[config.mk]
export PLATFORM = sky130hd
export DESIGN_NAME = pinpass_top
export DESIGN_NICKNAME = d
export VERILOG_FILES = /design/src/rtl/pinpass_pkg.sv /design/src/rtl/pinpass_sync.sv /design/src/rtl/pinpass_edge.sv /design/src/rtl/pinpass_route.sv /design/src/rtl/pinpass_regs.sv /design/src/rtl/pinpass_top.sv
export SDC_FILE = /design/constraint.sdc
export NUM_CORES = 1
export LEC_CHECK = 0
export BUFFER_PORTS_ARGS = -buffer_cell sky130_fd_sc_hd__buf_2
export CAP_MARGIN = 10
export CELL_PAD_IN_SITES_DETAIL_PLACEMENT = 0
export CELL_PAD_IN_SITES_GLOBAL_PLACEMENT = 1
export CORE_ASPECT_RATIO = 0.8
export CORE_MARGIN = 1.5
export CORE_UTILIZATION = 33
export CTS_BUF_LIST = sky130_fd_sc_hd__clkbuf_16
export DETAILED_ROUTE_END_ITERATION = 8
export GPL_ROUTABILITY_DRIVEN = 0
export PLACE_DENSITY = 0.69
export SYNTH_ARGS = -nofsm -noshare
export SYNTH_HDL_FRONTEND = slang
export SYNTH_HIERARCHICAL = 1
export SYNTH_SLANG_ARGS = --single-unit
[constraint.sdc]
create_clock -name clk -period 2 [get_ports clk]
set_input_delay 0.4 -clock clk [delete_from_list [all_inputs] [get_ports clk]]
set_output_delay 0.4 -clock clk [all_outputs]
set_load 0.02 [all_outputs]
[src/rtl/pinpass_pkg.sv]
package pinpass_pkg;
   typedef enum logic [2:0] {
      SEL_NONE = 3'd0,
      SEL_ROUTE = 3'd1,
      SEL_DIR = 3'd2,
      SEL_DOUT = 3'd3,
      SEL_LVL = 3'd4
   } reg_sel_e;

   localparam int unsigned DEF_ADDR_W = 16;
   localparam int unsigned DEF_DATA_W = 8;
   localparam logic [15:0] DEF_ROUTE_ADDR = 16'h7F85;
   localparam logic [15:0] DEF_DIR_ADDR = 16'h7F86;
   localparam logic [15:0] DEF_DOUT_ADDR = 16'h7F87;
   localparam logic [15:0] DEF_LVL_ADDR = 16'h7F88;
endpackage

[src/rtl/pinpass_sync.sv]
module pinpass_sync #(
   parameter int unsigned WIDTH = 4,
   parameter int unsigned STAGES = 2
) (
   input  logic             clk,
   input  logic             rst_n,
   input  logic [WIDTH-1:0] d_in,
   output logic [WIDTH-1:0] q_out
);
   logic [WIDTH-1:0] stage_q [STAGES];

   genvar s;
   generate
      for (s = 0; s < STAGES; s++) begin : g_stage
         if (s == 0) begin : g_first
            always_ff @(posedge clk or negedge rst_n) begin
               if (!rst_n) stage_q[0] <= '0;
               else        stage_q[0] <= d_in;
            end
         end else begin : g_next
            always_ff @(posedge clk or negedge rst_n) begin
               if (!rst_n) stage_q[s] <= '0;
               else        stage_q[s] <= stage_q[s-1];
            end
         end
      end
   endgenerate

   assign q_out = stage_q[STAGES-1];
endmodule

[src/rtl/pinpass_edge.sv]
module pinpass_edge #(
   parameter int unsigned WIDTH = 4
) (
   input  logic             clk,
   input  logic             rst_n,
   input  logic [WIDTH-1:0] lvl,
   output logic [WIDTH-1:0] evt
);
   logic [WIDTH-1:0] prev_q;

   always_ff @(posedge clk or negedge rst_n) begin
      if (!rst_n) prev_q <= '0;
      else        prev_q <= lvl;
   end

   genvar i;
   generate
      for (i = 0; i < WIDTH; i++) begin : g_bit
         assign evt[i] = lvl[i] ^ prev_q[i];
      end
   endgenerate
endmodule

[src/rtl/pinpass_route.sv]
module pinpass_route #(
   parameter int unsigned NUM_PAIRS = 4
) (
   input  logic [NUM_PAIRS-1:0] route_en,
   input  logic [NUM_PAIRS-1:0] src_lvl,
   input  logic [NUM_PAIRS-1:0] gpio_dout,
   input  logic [NUM_PAIRS-1:0] gpio_dir,
   output logic [NUM_PAIRS-1:0] pad_out,
   output logic [NUM_PAIRS-1:0] pad_oe
);
   genvar i;
   generate
      for (i = 0; i < NUM_PAIRS; i++) begin : g_pair
         always_comb begin
            if (route_en[i]) begin
               pad_out[i] = src_lvl[i];
               pad_oe[i]  = 1'b1;
            end else begin
               pad_out[i] = gpio_dout[i];
               pad_oe[i]  = gpio_dir[i];
            end
         end
      end
   endgenerate
endmodule

[src/rtl/pinpass_regs.sv]
module pinpass_regs
   import pinpass_pkg::*;
#(
   parameter int unsigned NUM_PAIRS = 4,
   parameter int unsigned ADDR_W = DEF_ADDR_W,
   parameter int unsigned DATA_W = DEF_DATA_W,
   parameter logic [ADDR_W-1:0] ROUTE_ADDR = ADDR_W'(DEF_ROUTE_ADDR),
   parameter logic [ADDR_W-1:0] DIR_ADDR = ADDR_W'(DEF_DIR_ADDR),
   parameter logic [ADDR_W-1:0] DOUT_ADDR = ADDR_W'(DEF_DOUT_ADDR),
   parameter logic [ADDR_W-1:0] LVL_ADDR = ADDR_W'(DEF_LVL_ADDR)
) (
   input  logic                 clk,
   input  logic                 rst_n,
   input  logic [ADDR_W-1:0]    bus_addr,
   input  logic                 bus_we,
   input  logic [DATA_W-1:0]    bus_wdata,
   output logic [DATA_W-1:0]    bus_rdata,
   input  logic [NUM_PAIRS-1:0] src_sync,
   input  logic [NUM_PAIRS-1:0] dst_sync,
   output logic [NUM_PAIRS-1:0] route_q,
   output logic [NUM_PAIRS-1:0] dir_q,
   output logic [NUM_PAIRS-1:0] dout_q
);
   reg_sel_e sel;

   always_comb begin
      if (bus_addr == ROUTE_ADDR)     sel = SEL_ROUTE;
      else if (bus_addr == DIR_ADDR)  sel = SEL_DIR;
      else if (bus_addr == DOUT_ADDR) sel = SEL_DOUT;
      else if (bus_addr == LVL_ADDR)  sel = SEL_LVL;
      else                            sel = SEL_NONE;
   end

   always_ff @(posedge clk or negedge rst_n) begin
      if (!rst_n) begin
         route_q <= '0;
         dir_q   <= '0;
         dout_q  <= '0;
      end else if (bus_we) begin
         case (sel)
            SEL_ROUTE: route_q <= bus_wdata[NUM_PAIRS-1:0];
            SEL_DIR:   dir_q   <= bus_wdata[NUM_PAIRS-1:0];
            SEL_DOUT:  dout_q  <= bus_wdata[NUM_PAIRS-1:0];
            default:   ;
         endcase
      end
   end

   generate
      if (NUM_PAIRS < DATA_W) begin : g_spare
         logic unused_wdata_hi;
         assign unused_wdata_hi = ^bus_wdata[DATA_W-1:NUM_PAIRS];
      end
   endgenerate

   always_comb begin
      bus_rdata = '0;
      case (sel)
         SEL_ROUTE: bus_rdata[NUM_PAIRS-1:0] = route_q;
         SEL_DIR:   bus_rdata[NUM_PAIRS-1:0] = dir_q;
         SEL_DOUT:  bus_rdata[NUM_PAIRS-1:0] = dout_q;
         SEL_LVL: begin
            bus_rdata[NUM_PAIRS-1:0]           = src_sync;
            bus_rdata[2*NUM_PAIRS-1:NUM_PAIRS] = dst_sync;
         end
         default:   bus_rdata = '0;
      endcase
   end
endmodule

[src/rtl/pinpass_top.sv]
module pinpass_top
   import pinpass_pkg::*;
#(
   parameter int unsigned NUM_PAIRS = 4,
   parameter int unsigned ADDR_W = DEF_ADDR_W,
   parameter int unsigned DATA_W = DEF_DATA_W,
   parameter int unsigned SYNC_STAGES = 2,
   parameter logic [ADDR_W-1:0] ROUTE_ADDR = ADDR_W'(DEF_ROUTE_ADDR),
   parameter logic [ADDR_W-1:0] DIR_ADDR = ADDR_W'(DEF_DIR_ADDR),
   parameter logic [ADDR_W-1:0] DOUT_ADDR = ADDR_W'(DEF_DOUT_ADDR),
   parameter logic [ADDR_W-1:0] LVL_ADDR = ADDR_W'(DEF_LVL_ADDR)
) (
   input  logic                 clk,
   input  logic                 rst_n,
   input  logic [ADDR_W-1:0]    bus_addr,
   input  logic                 bus_we,
   input  logic [DATA_W-1:0]    bus_wdata,
   output logic [DATA_W-1:0]    bus_rdata,
   input  logic [NUM_PAIRS-1:0] src_pad_in,
   input  logic [NUM_PAIRS-1:0] dst_pad_in,
   output logic [NUM_PAIRS-1:0] dst_pad_out,
   output logic [NUM_PAIRS-1:0] dst_pad_oe,
   output logic [NUM_PAIRS-1:0] src_edge_evt
);
   generate
      if (NUM_PAIRS < 1 || 2 * NUM_PAIRS > DATA_W) begin : g_bad_pairs
         $error("pinpass_top: NUM_PAIRS must be >= 1 and fit twice in DATA_W");
      end
      if (SYNC_STAGES < 2) begin : g_bad_sync
         $error("pinpass_top: SYNC_STAGES must be at least 2");
      end
   endgenerate

   logic [NUM_PAIRS-1:0] route_bits;
   logic [NUM_PAIRS-1:0] dir_bits;
   logic [NUM_PAIRS-1:0] dout_bits;
   logic [NUM_PAIRS-1:0] src_sync;
   logic [NUM_PAIRS-1:0] dst_sync;

   pinpass_regs #(
      .NUM_PAIRS(NUM_PAIRS), .ADDR_W(ADDR_W), .DATA_W(DATA_W),
      .ROUTE_ADDR(ROUTE_ADDR), .DIR_ADDR(DIR_ADDR),
      .DOUT_ADDR(DOUT_ADDR), .LVL_ADDR(LVL_ADDR)
   ) u_regs (
      .clk(clk), .rst_n(rst_n),
      .bus_addr(bus_addr), .bus_we(bus_we),
      .bus_wdata(bus_wdata), .bus_rdata(bus_rdata),
      .src_sync(src_sync), .dst_sync(dst_sync),
      .route_q(route_bits), .dir_q(dir_bits), .dout_q(dout_bits)
   );

   pinpass_sync #(.WIDTH(NUM_PAIRS), .STAGES(SYNC_STAGES)) u_src_sync (
      .clk(clk), .rst_n(rst_n), .d_in(src_pad_in), .q_out(src_sync)
   );

   pinpass_sync #(.WIDTH(NUM_PAIRS), .STAGES(SYNC_STAGES)) u_dst_sync (
      .clk(clk), .rst_n(rst_n), .d_in(dst_pad_in), .q_out(dst_sync)
   );

   pinpass_edge #(.WIDTH(NUM_PAIRS)) u_edge (
      .clk(clk), .rst_n(rst_n), .lvl(src_sync), .evt(src_edge_evt)
   );

   pinpass_route #(.NUM_PAIRS(NUM_PAIRS)) u_route (
      .route_en(route_bits), .src_lvl(src_pad_in),
      .gpio_dout(dout_bits), .gpio_dir(dir_bits),
      .pad_out(dst_pad_out), .pad_oe(dst_pad_oe)
   );
endmodule

==> results of run 1 <==
cells in the final DEF, fill, tap and decap left out:
cell	n
nand4b_1	2
buf_2	40
nand4b_4	2
inv_1	1
and2_4	4
a22oi_1	7
clkinv_2	1
nand4_1	1
nand2b_1	1
mux2_4	4
buf_4	15
or4bb_1	1
buf_6	9
clkbuf_16	5
mux2_1	1
or4bb_4	1
xor2_1	4
or4b_4	2
dfrtp_1	32
nand2_2	5
mux2_2	11
nor4_4	4
buf_8	1
nor4_2	1
or2_1	4
a22oi_2	1
per-stage QoR:
stage | utilization [%] | cell area, um2 | total power, mW | setup TNS (ps) | worst slack (ps)
finish | 52.1 | 2050 | 1.47 | -1700 | -251
global route | 52.1 | 2050 | 1.53 | -2430 | -293
CTS | 51.6 | 2030 | 1.49 | -1720 | -248
detailed placement | 46.0 | 1810 | 0.788 | -4870 | -340
global placement | 46.0 | 1810 | 0.784 | -4400 | -313
floorplan | - | 1450 | 0.729 | -279 | -50.3
power groups by stage:
stage          Combinational, mW  Sequential [mW]  Clock [mW]
2_1_floorplan             0.0442            0.684           0
3_3_place_gp              0.0963            0.688           0
3_5_place_dp              0.0998            0.689           0
4_1_cts                    0.105            0.679       0.704
5_1_grt                    0.117            0.680       0.732
6_report                   0.106            0.678       0.686
timing repair:
| action | CTS | global route |
|---|---|---|
| gates resized for setup | 21 | 3 |
| pin swaps | 5 | 1 |
| endpoints found under the hold margin | 0 | 0 |
| setup buffers | 2 | 0 |
| endpoints found under the setup margin | 9 | 16 |
layout make-up:
| class | instances | share of cell area [%] |
|---|---|---|
| repair buffers | 65 | 21.0 |
| clock inverters | 2 | 0.428 |
| clock buffers | 5 | 6.11 |
| multi-input cells | 56 | 30.1 |
| well taps | 55 | 3.36 |
| flip-flops and latches | 32 | 39.1 |
worst paths after layout:
| path | cells past startpoint | end | slack, ps |
|---|---|---|---|
| min in group clk | 1 | u_dst_sync/stage_q[5] | 230 |
| max in group asynchronous | 1 | u_dst_sync/q_out[2] | 1380 |
| hold / removal | 1 | u_edge/prev_q[0] | 180 |
| hold reg to reg | 0 | u_src_sync/q_out[1] | 340 |
| setup / recovery | 8 | bus_rdata[0] | -250 |
| setup reg to reg | 1 | u_regs/route_q[2] | 1180 |
layer usage:
metal  track usage (%)  vias to the layer above  routed length (um)
li1                  -                      473                   -
met3              5.07                        2                 166
met4              5.36                        0                  18
met2              21.2                       26                1410
met5                 0                        -                   0
met1              17.9                      472                1360
cell families after synthesis:
| family | after synthesis | synth area share (%) |
|---|---|---|
| flip-flops | 32 | 57.3 |
| AO/OA/AOI/OAI | 8 | 4.30 |
| XOR/XNOR | 4 | 2.51 |
| buffers and inverters | 8 | 4.30 |
| AND/OR/NAND/NOR | 28 | 17.6 |
| multiplexers | 16 | 14.0 |
critical path, stage by stage:
cell     delay (ps)
buf_6            90
or4b_4          560
buf_4           180
nor4_4          120
buf_4           190
a22oi_1         100
nand2_2          70
buf_4           130
synthesized netlist by cell type (all sizes together):
master	n	area share, %
a22oi	8	4.3
and2	4	1.8
buf	8	4.3
dfrtp	32	57
mux2	16	14
nand2	5	1.5
nand2b	1	0.45
nand4	1	0.45
nand4b	4	3.4
nor4	5	4.8
or2	4	1.8
or4b	2	1.7
or4bb	2	1.6
xor2	4	2.5
sequential cells by signal, indices dropped and copies added, names as in the netlist:
name                count
u_regs/route_q          4
u_dst_sync/q_out        4
u_dst_sync/stage_q      4
u_regs/dir_q            4
u_src_sync/stage_q      4
u_src_sync/q_out        4
u_edge/prev_q           4
u_regs/dout_q           4
==> reports/results.env, run 1 <==
RUN_STATUS='complete, but fails checks'
VIOLATIONS='negative setup slack'
SKEW_PS=0.977
INITIAL_CORE_UTIL_PCT=35.5
TOTAL_POWER_DIVIDED_BY_CELL_AREA_mW_PER_MM2=718
GRT_START_MAX_NET_PINS=33
FINAL_ANTENNA_NET_COUNT=0
PLACE_INST=206
NUM_VIAS=973
SYNTH.LIB_CELLS_USED.DISTINCT=21
CORE_AREA_MM2=0.00393
HOLD-WORST-SLACK_PS=176
CLOCK_TREE_FROM_TRITONCTS='done'
NUMCLOCKSINKS=32
MAX_SLEW_MARGIN_PCT=53.8
RSZ0062_AT_GRT='true'
TIMING.CRITICAL_PATH.TO_TYPE='output port'
COMB_POWER_SHARE_PCT=7.2
DIE_Y_UM=61.2
AREAGROWTHSYNTHTOFINISH_PCT=46.7
POWER.IR.VDD_WORST_uV=345
POST_SYNTHESIS_CELLS=96
FINAL_MIN_PERIOD_OVER_CLOCK_PERIOD_PCT=113
SYN_NETS=131
POWER_SWITCHING_mW=0.305
DRC=0
ACHIEVABLE-FREQUENCY_MHz=444
FILLERS=349
MAPPEDNETLISTAREA_MM2=0.00140
REGAREA_UM2=801
PORTBUFFERS=50
CLK_PIN_SLEW_PS=50
GLOBAL_ROUTE_WIRE_LENGTH_BEFORE_REPAIR_UM=4450
NUMBER_OF_ANTENNA_VIOLATIONS_AT_THE_FIRST_CHECK_IN_GLOBAL_ROUTING=0
P_INT_mW=1.16
POST-DP-HPWL_UM=2240
WORST_PIN_SLEW_PS=693
YOSYS_WARNS=6
FIN_NETS=195
DRV_SLEW=0
CTS_INSERTED_BUFFERS=5
TRACK_USAGE_PCT=13.8
FINAL-SETUP-VIOL-COUNT=9
PWR-SHARE-SEQ_PCT=46.2
WORST_HOLD_PATH_TYPE='in -> async'
WORST-PATH-MAX-FANOUT=5
FLOORPLAN_DIE_WIDTH_UM=75.7
POWER.STATIC_LEAKAGE_nW=1.08
SYNTH_SEQUENTIAL_AREA_RATIO_PCT=57.3
NUM_ANTENNA_CELLS=0
WORSTSKEWPAIRLATENCY_PS=270
POST_DETAILED_ROUTING_WIRE_LENGTH_UM=2950
CTS-ROOT-TO-SINK-BUFFERS=2
SWITCHING_SHARE_PCT=20.8
TIMING.MAX_CAP.VIOLATIONS=0
GRT_PASS1_VIAS=938
PATH_CLASS='in -> out'
MULTI_INPUT_COMB_AREA_UM2=616
DRTPASS1ITERATIONS=3
POST_DRT_VIA_CELL_RATIO=4.53
GRT_OVERFLOW=0
POWER_FRAC_CLOCK_PCT=46.7
FINAL_LAYOUT_SIZE_SUFFIX_GT1_SHARE_PCT=66.3
HTREE_LEVELS=2
WORSTSETUPSTARTPOINT='bus_addr[15]'
CLOCKROOTBUFFER='clkbuf_16'
SETUP_WS_PS=-251
DR.FIRST_ITER.DRC_COUNT=31
AREA_OF_THE_DIE_MM2=0.00463
SYNTH_SEQ_CELLS=32
CRIT_PATH_START_KIND='input pin'
STD_CELL_ROWS=20
FINAL_HOLD_VIOL_COUNT=0
CRITICAL_PATH_REQUIRED_PS=1600
SYN_AVG_CELL_AREA_UM2=14.5
IOPINCOUNT=55
LAYOUTNONFILLERINSTCOUNT=215
POST_DR_WIRELENGTH_CELL_UM=13.7
MIN_PERIOD_PS=2250
POSTCTSHOLDBUFS=0
R2R-START='u_regs/route_q[2]'
DATA_ARRIVAL_TIME_OF_THE_WORST_PATH_PS=1850
No activity file was read; power rests on OpenSTA's default activity.
==> run 2: changes to the inputs <==
--- a/config.mk
+++ b/config.mk
@@ -16,6 +16,8 @@
 export DETAILED_ROUTE_END_ITERATION = 8
 export GPL_ROUTABILITY_DRIVEN = 0
 export PLACE_DENSITY = 0.69
+export REMOVE_ABC_BUFFERS = 1
+export SLEW_MARGIN = 20
 export SYNTH_ARGS = -nofsm -noshare
 export SYNTH_HDL_FRONTEND = slang
 export SYNTH_HIERARCHICAL = 1
==> run 2 against run 1 <==
The run still ends with negative setup slack left. Sequential share of layout area rose by 0.56 points. Maximum frequency rose by 0.44%. Highest routed layer unchanged. Setup slack improved by 10 ps. Clock power rose by 7.0%. Sequential cell count did not move. Design area fell by 1.4%. Wire length rose by 3.0%. Cell count fell by 1.4%. Via count rose by 3.5%.
==> reports/results.env, run 2 (same netlist as run 1, synthesis figures left out) <==
RUN_STATUS='complete, but fails checks'
VIOLATIONS='negative setup slack'
TRACK_USAGE_PCT=14.3
POSTCTSHOLDBUFS=0
DRV_SLEW=0
CLOCK_TREE_FROM_TRITONCTS='done'
CTS_INSERTED_BUFFERS=5
CRIT_CELLS=7
TIMING.CRITICAL_PATH.TO_TYPE='output port'
FINAL_ANTENNA_NET_COUNT=0
NUMCLOCKSINKS=32
PWR-SHARE-SEQ_PCT=44.7
R2R.WORST_PATH.CELLS=1
LAYOUT_COMMON_CELLS='37 x buf_2, 32 x dfrtp_1, 13 x buf_4'
ACHIEVABLE-FREQUENCY_MHz=446
INITIAL_CORE_UTIL_PCT=35.5
AREAGROWTHSYNTHTOFINISH_PCT=44.6
GRT_PASS1_VIAS=1009
MAX_SLEW_MARGIN_PCT=53.3
IOPINCOUNT=55
SETUP_WS_PS=-241
AREA_OF_THE_DIE_MM2=0.00463
WORST_HOLD_PATH_TYPE='in -> async'
PORTBUFFERS=50
P_INT_mW=1.18
R2R-START='u_regs/route_q[2]'
GLOBAL_ROUTE_WIRE_LENGTH_BEFORE_REPAIR_UM=4770
COMMONEST_NON_FILL_NON_TAP_CELL_IN_THE_LAYOUT='buf_2'
COMB_POWER_SHARE_PCT=6.8
GRT_OVERFLOW=0
CRIT_TOP_CELL='buf_6'
CRIT_PATH_START_KIND='input pin'
DR.FIRST_ITER.DRC_COUNT=7
SKEW_PS=1.52
POST_DRT_VIA_CELL_RATIO=4.75
DRC=0
RSZ0062_AT_GRT='true'
POWER.IR.VDD_WORST_uV=515
CRITICAL_PATH_REQUIRED_PS=1600
FINAL_HOLD_VIOL_COUNT=0
TIMING.CRITICAL_PATH.SLOWEST_STAGE_CELL='or4b_4'
FINAL-SETUP-VIOL-COUNT=8
POST_DR_WIRELENGTH_CELL_UM=14.3
CLK_PIN_SLEW_PS=50
POST-DP-HPWL_UM=2160
PLACE_INST=203
WORSTSKEWPAIRLATENCY_PS=270
STDCELL_AREA_MM2=0.00202
GRT_START_MAX_NET_PINS=33
STD_CELL_ROWS=20
TIMING.CRITICAL_PATH.MAX_DELAY_FAMILY='simple AND/OR/NAND/NOR gates'
FIN_NETS=191
LAYOUTNONFILLERINSTCOUNT=212
HTREE_LEVELS=2
SWITCHING_SHARE_PCT=22.2
POST_DETAILED_ROUTING_WIRE_LENGTH_UM=3040
CRITPATHBUFINV=3
DATA_ARRIVAL_TIME_OF_THE_WORST_PATH_PS=1840
CRIT-REG2REG-CAPTURE='u_regs/route_q[2]'
SETUP_TOTAL_NEGATIVE_SLACK_PS=-1540
POWER_SWITCHING_mW=0.336
PLACEMENT.CELL_AREA_MM2=0.00173
TIMING.MAX_CAP.VIOLATIONS=0
DRTPASS1ITERATIONS=4
NUM_VIAS=1007
CTS-ROOT-TO-SINK-BUFFERS=2
POWER.STATIC_LEAKAGE_nW=1.03
HOLD-WORST-SLACK_PS=178
TOTAL_POWER_DIVIDED_BY_CELL_AREA_mW_PER_MM2=750
PATH_CLASS='in -> out'
REG2REG_SETUP_SLACK_PS=1160
REPORT.POWER.TOTAL_mW=1.51
FINAL_LAYOUT_SIZE_SUFFIX_GT1_SHARE_PCT=63.1
DIE_Y_UM=61.2
CP_CELL_SEQUENCE='buf_6, or4b_4, nor4_4, buf_4, a22oi_2, nand2_1, buf_6'
POWER_FRAC_CLOCK_PCT=48.4
CORE_AREA_MM2=0.00393
FINAL_MIN_PERIOD_OVER_CLOCK_PERIOD_PCT=112
NUM_ANTENNA_CELLS=0
WORST-PATH-MAX-FANOUT=5
WORST_PIN_SLEW_PS=700
SLOWEST_DELAY_PS=600
CLOCKROOTBUFFER='clkbuf_16'
POST-PLACE-WS_PS=-283
FINALCOREUTILIZATION_PCT=51.4
MIN_PERIOD_PS=2240
NUMBER_OF_ANTENNA_VIOLATIONS_AT_THE_FIRST_CHECK_IN_GLOBAL_ROUTING=0
FLOORPLAN_DIE_WIDTH_UM=75.7
## run 2: cell count changes in the layout (fill, tap and decap cells not counted), moves of 4 or more
cell	before	now
a22oi_1	7	3
a22oi_2	1	5
and2_1	0	4
and2_4	4	0
nand2_1	0	4
nand2_2	5	1
## run 2: power groups by stage
stage | registers, mW | logic (mW) | clock network, mW
2_1_floorplan | 0.686 | 0.0281 | 0
3_3_place_gp | 0.688 | 0.0897 | 0
3_5_place_dp | 0.689 | 0.0938 | 0
4_1_cts | 0.678 | 0.102 | 0.754
5_1_grt | 0.679 | 0.114 | 0.788
6_report | 0.677 | 0.103 | 0.734
## run 2: per-layer routing
metal	GRT usage, %	up-vias	wire (um)
met5	0	-	0
met4	5.61	0	21
met3	4.42	3	210
met2	23.3	39	1400
met1	18.0	496	1410
li1	-	469	-
## run 2: worst max path at each step
stage                  from            to  slack (ps)
6_report       bus_addr[15]  bus_rdata[3]        -240
5_1_grt        bus_addr[15]  bus_rdata[1]        -290
4_1_cts         bus_addr[2]  bus_rdata[0]        -190
3_5_place_dp   bus_addr[15]  bus_rdata[3]        -280
3_3_place_gp   bus_addr[15]  bus_rdata[0]        -290
2_1_floorplan  bus_addr[15]  bus_rdata[0]        -210
## run 2: repair_timing
item	in CTS	in global routing
cloned	0	0
pin swaps	11	6
buffers inserted	1	0
setup endpoints to repair	8	16
gates resized for setup	29	3
## run 2: layout make-up
class | instances | area [um2]
clock inverters | 3 | 23.8
fillers | 355 | 1910
repair buffers | 61 | 407
clock buffers | 5 | 125
well taps | 55 | 68.8
multi-input cells | 56 | 594
flip-flops and latches | 32 | 801
==> run 3: changes to the inputs <==
--- a/config.mk
+++ b/config.mk
@@ -17,6 +17,7 @@
 export GPL_ROUTABILITY_DRIVEN = 0
 export PLACE_DENSITY = 0.69
 export REMOVE_ABC_BUFFERS = 1
+export SETUP_SLACK_MARGIN = 0.02
 export SLEW_MARGIN = 20
 export SYNTH_ARGS = -nofsm -noshare
 export SYNTH_HDL_FRONTEND = slang
==> run 3 against run 2 <==
The run still ends with negative setup slack left. Largest cell class unchanged. Highest routed layer unchanged. Sequential cell count did not move. Via count barely moved. Critical path type unchanged. Die area did not move. Clock power is essentially flat.
==> reports/results.env, run 3 (same netlist as run 1, synthesis figures left out) <==
RUN_STATUS='complete, but fails checks'
VIOLATIONS='negative setup slack'
GRT_START_MAX_NET_PINS=33
P_INT_mW=1.18
WORST_PIN_SLEW_PS=703
NUM_VIAS=1008
FINAL_MIN_PERIOD_OVER_CLOCK_PERIOD_PCT=112
FLOORPLAN_DIE_WIDTH_UM=75.7
SETUP_WS_PS=-243
MIN_PERIOD_PS=2240
AREAGROWTHSYNTHTOFINISH_PCT=45.3
TIMING.CRITICAL_PATH.SLOWEST_STAGE_CELL='or4b_4'
HTREE_LEVELS=2
CTS_INSERTED_BUFFERS=5
CRIT_PATH_START_KIND='input pin'
GRT_OVERFLOW=0
MULTI_INPUT_COMB_AREA_UM2=603
FIN_NETS=191
TRACK_USAGE_PCT=14.3
CRIT_TOP_CELL='buf_6'
DIE_Y_UM=61.2
DRTPASS1ITERATIONS=4
PATH_CLASS='in -> out'
POWER.IR.VDD_WORST_uV=515
REGAREA_UM2=801
SKEW_PS=1.52
SWITCHING_SHARE_PCT=22.2
DR.FIRST_ITER.DRC_COUNT=14
CORE_AREA_MM2=0.00393
PLACEMENT.CELL_AREA_MM2=0.00173
NUMCLOCKSINKS=32
POWER_FRAC_CLOCK_PCT=48.4
REPORT.POWER.TOTAL_mW=1.52
NUMBER_OF_ANTENNA_VIOLATIONS_AT_THE_FIRST_CHECK_IN_GLOBAL_ROUTING=0
COMB_POWER_SHARE_PCT=6.9
MAX_SLEW_MARGIN_PCT=53.2
POWER.STATIC_LEAKAGE_nW=1.05
CLOCKROOTBUFFER='clkbuf_16'
STD_CELL_ROWS=20
CRITPATHBUFINV=3
POST_DETAILED_ROUTING_WIRE_LENGTH_UM=3030
GLOBAL_ROUTE_WIRE_LENGTH_BEFORE_REPAIR_UM=4770
CLOCK_TREE_FROM_TRITONCTS='done'
POST-PLACE-WS_PS=-283
FINAL-SETUP-VIOL-COUNT=8
CLK_PIN_SLEW_PS=50
HOLD-WORST-SLACK_PS=179
TIMING.MAX_CAP.VIOLATIONS=0
ACHIEVABLE-FREQUENCY_MHz=446
SLOWEST_DELAY_PS=600
WORST_HOLD_PATH_TYPE='in -> async'
POWER_SWITCHING_mW=0.336
PWR-SHARE-SEQ_PCT=44.7
CTS-ROOT-TO-SINK-BUFFERS=2
INITIAL_CORE_UTIL_PCT=35.5
IOPINCOUNT=55
LAYOUT_COMMON_CELLS='37 x buf_2, 32 x dfrtp_1, 13 x buf_4'
POST_DR_WIRELENGTH_CELL_UM=14.3
POST-DP-HPWL_UM=2160
FINAL_LAYOUT_SIZE_SUFFIX_GT1_SHARE_PCT=63.1
STDCELL_AREA_MM2=0.00203
RSZ0062_AT_GRT='true'
COMMONEST_NON_FILL_NON_TAP_CELL_IN_THE_LAYOUT='buf_2'
FILLERS=352
DATA_ARRIVAL_TIME_OF_THE_WORST_PATH_PS=1840
DRV_SLEW=0
POST_DRT_VIA_CELL_RATIO=4.75
TIMING.CRITICAL_PATH.MAX_DELAY_FAMILY='simple AND/OR/NAND/NOR gates'
SETUP_TOTAL_NEGATIVE_SLACK_PS=-1550
WORSTSKEWPAIRLATENCY_PS=270
TIMING.CRITICAL_PATH.TO_TYPE='output port'
PORTBUFFERS=50
CRITICAL_PATH_REQUIRED_PS=1600
GRT_PASS1_VIAS=1009
DRC=0
AREA_OF_THE_DIE_MM2=0.00463
CP_CELL_SEQUENCE='buf_6, or4b_4, nor4_4, buf_4, a22oi_2, nand2_1, buf_6'
FINAL_ANTENNA_NET_COUNT=0
NUM_ANTENNA_CELLS=0
FINAL_HOLD_VIOL_COUNT=0
TOTAL_POWER_DIVIDED_BY_CELL_AREA_mW_PER_MM2=747
WORST-PATH-MAX-FANOUT=5
-- run 3: cell counts in the layout (fill, tap and decap cells not counted) --
No cell type changed its count.
-- run 3: final cells by class --
class                      count  area share, %
timing repair buffer          61           20.0
tap                           55           3.39
clock inverter                 3           1.17
sequential                    32           39.5
clock buffer                   5           6.17
multi-input combinational     56           29.7
-- run 3: final timing paths --
check                                      start                     to  cells past startpoint  slack (ps)
setup / recovery                    bus_addr[15]           bus_rdata[3]                      7        -240
hold / removal                             rst_n       u_edge/prev_q[3]                      1         180
setup reg to reg               u_regs/route_q[2]      u_regs/route_q[2]                      1        1160
hold reg to reg            u_dst_sync/stage_q[4]    u_dst_sync/q_out[0]                      0         350
max in group asynchronous                  rst_n       u_regs/dout_q[0]                      1        1370
min in group clk                   dst_pad_in[2]  u_dst_sync/stage_q[6]                      1         230
-- run 3: power groups by stage --
stage          registers [mW]  clock network (mW)  logic, mW
6_report                0.677               0.734      0.104
5_1_grt                 0.679               0.788      0.116
4_1_cts                 0.678               0.754      0.102
3_5_place_dp            0.689                   0     0.0938
3_3_place_gp            0.688                   0     0.0897
2_1_floorplan           0.686                   0     0.0281
-- run 3: stage by stage --
stage / instances / util [%]
after floorplan: 88 / -
after global placement: 203 / 44.0
after detailed placement: 203 / 44.0
after CTS: 212 / 50.8
after global routing: 212 / 51.6
final: 212 / 51.6
-- run 3: what timing repair did --
item,4_1_cts,5_1_grt
pin swaps,11,6
hold buffers,0,0
gates resized for setup,29,4
endpoints found under the setup margin,8,16
hold endpoints to repair,0,0
setup buffers,1,0
-- run 3: per-layer routing --
metal | GRT usage [%] | vias to the layer above | share of wire (%)
met3 | 4.42 | 3 | 6.9
met5 | 0 | - | 0
met2 | 23.3 | 39 | 46
li1 | - | 469 | -
met1 | 18.0 | 497 | 46
met4 | 5.61 | 0 | 0.69
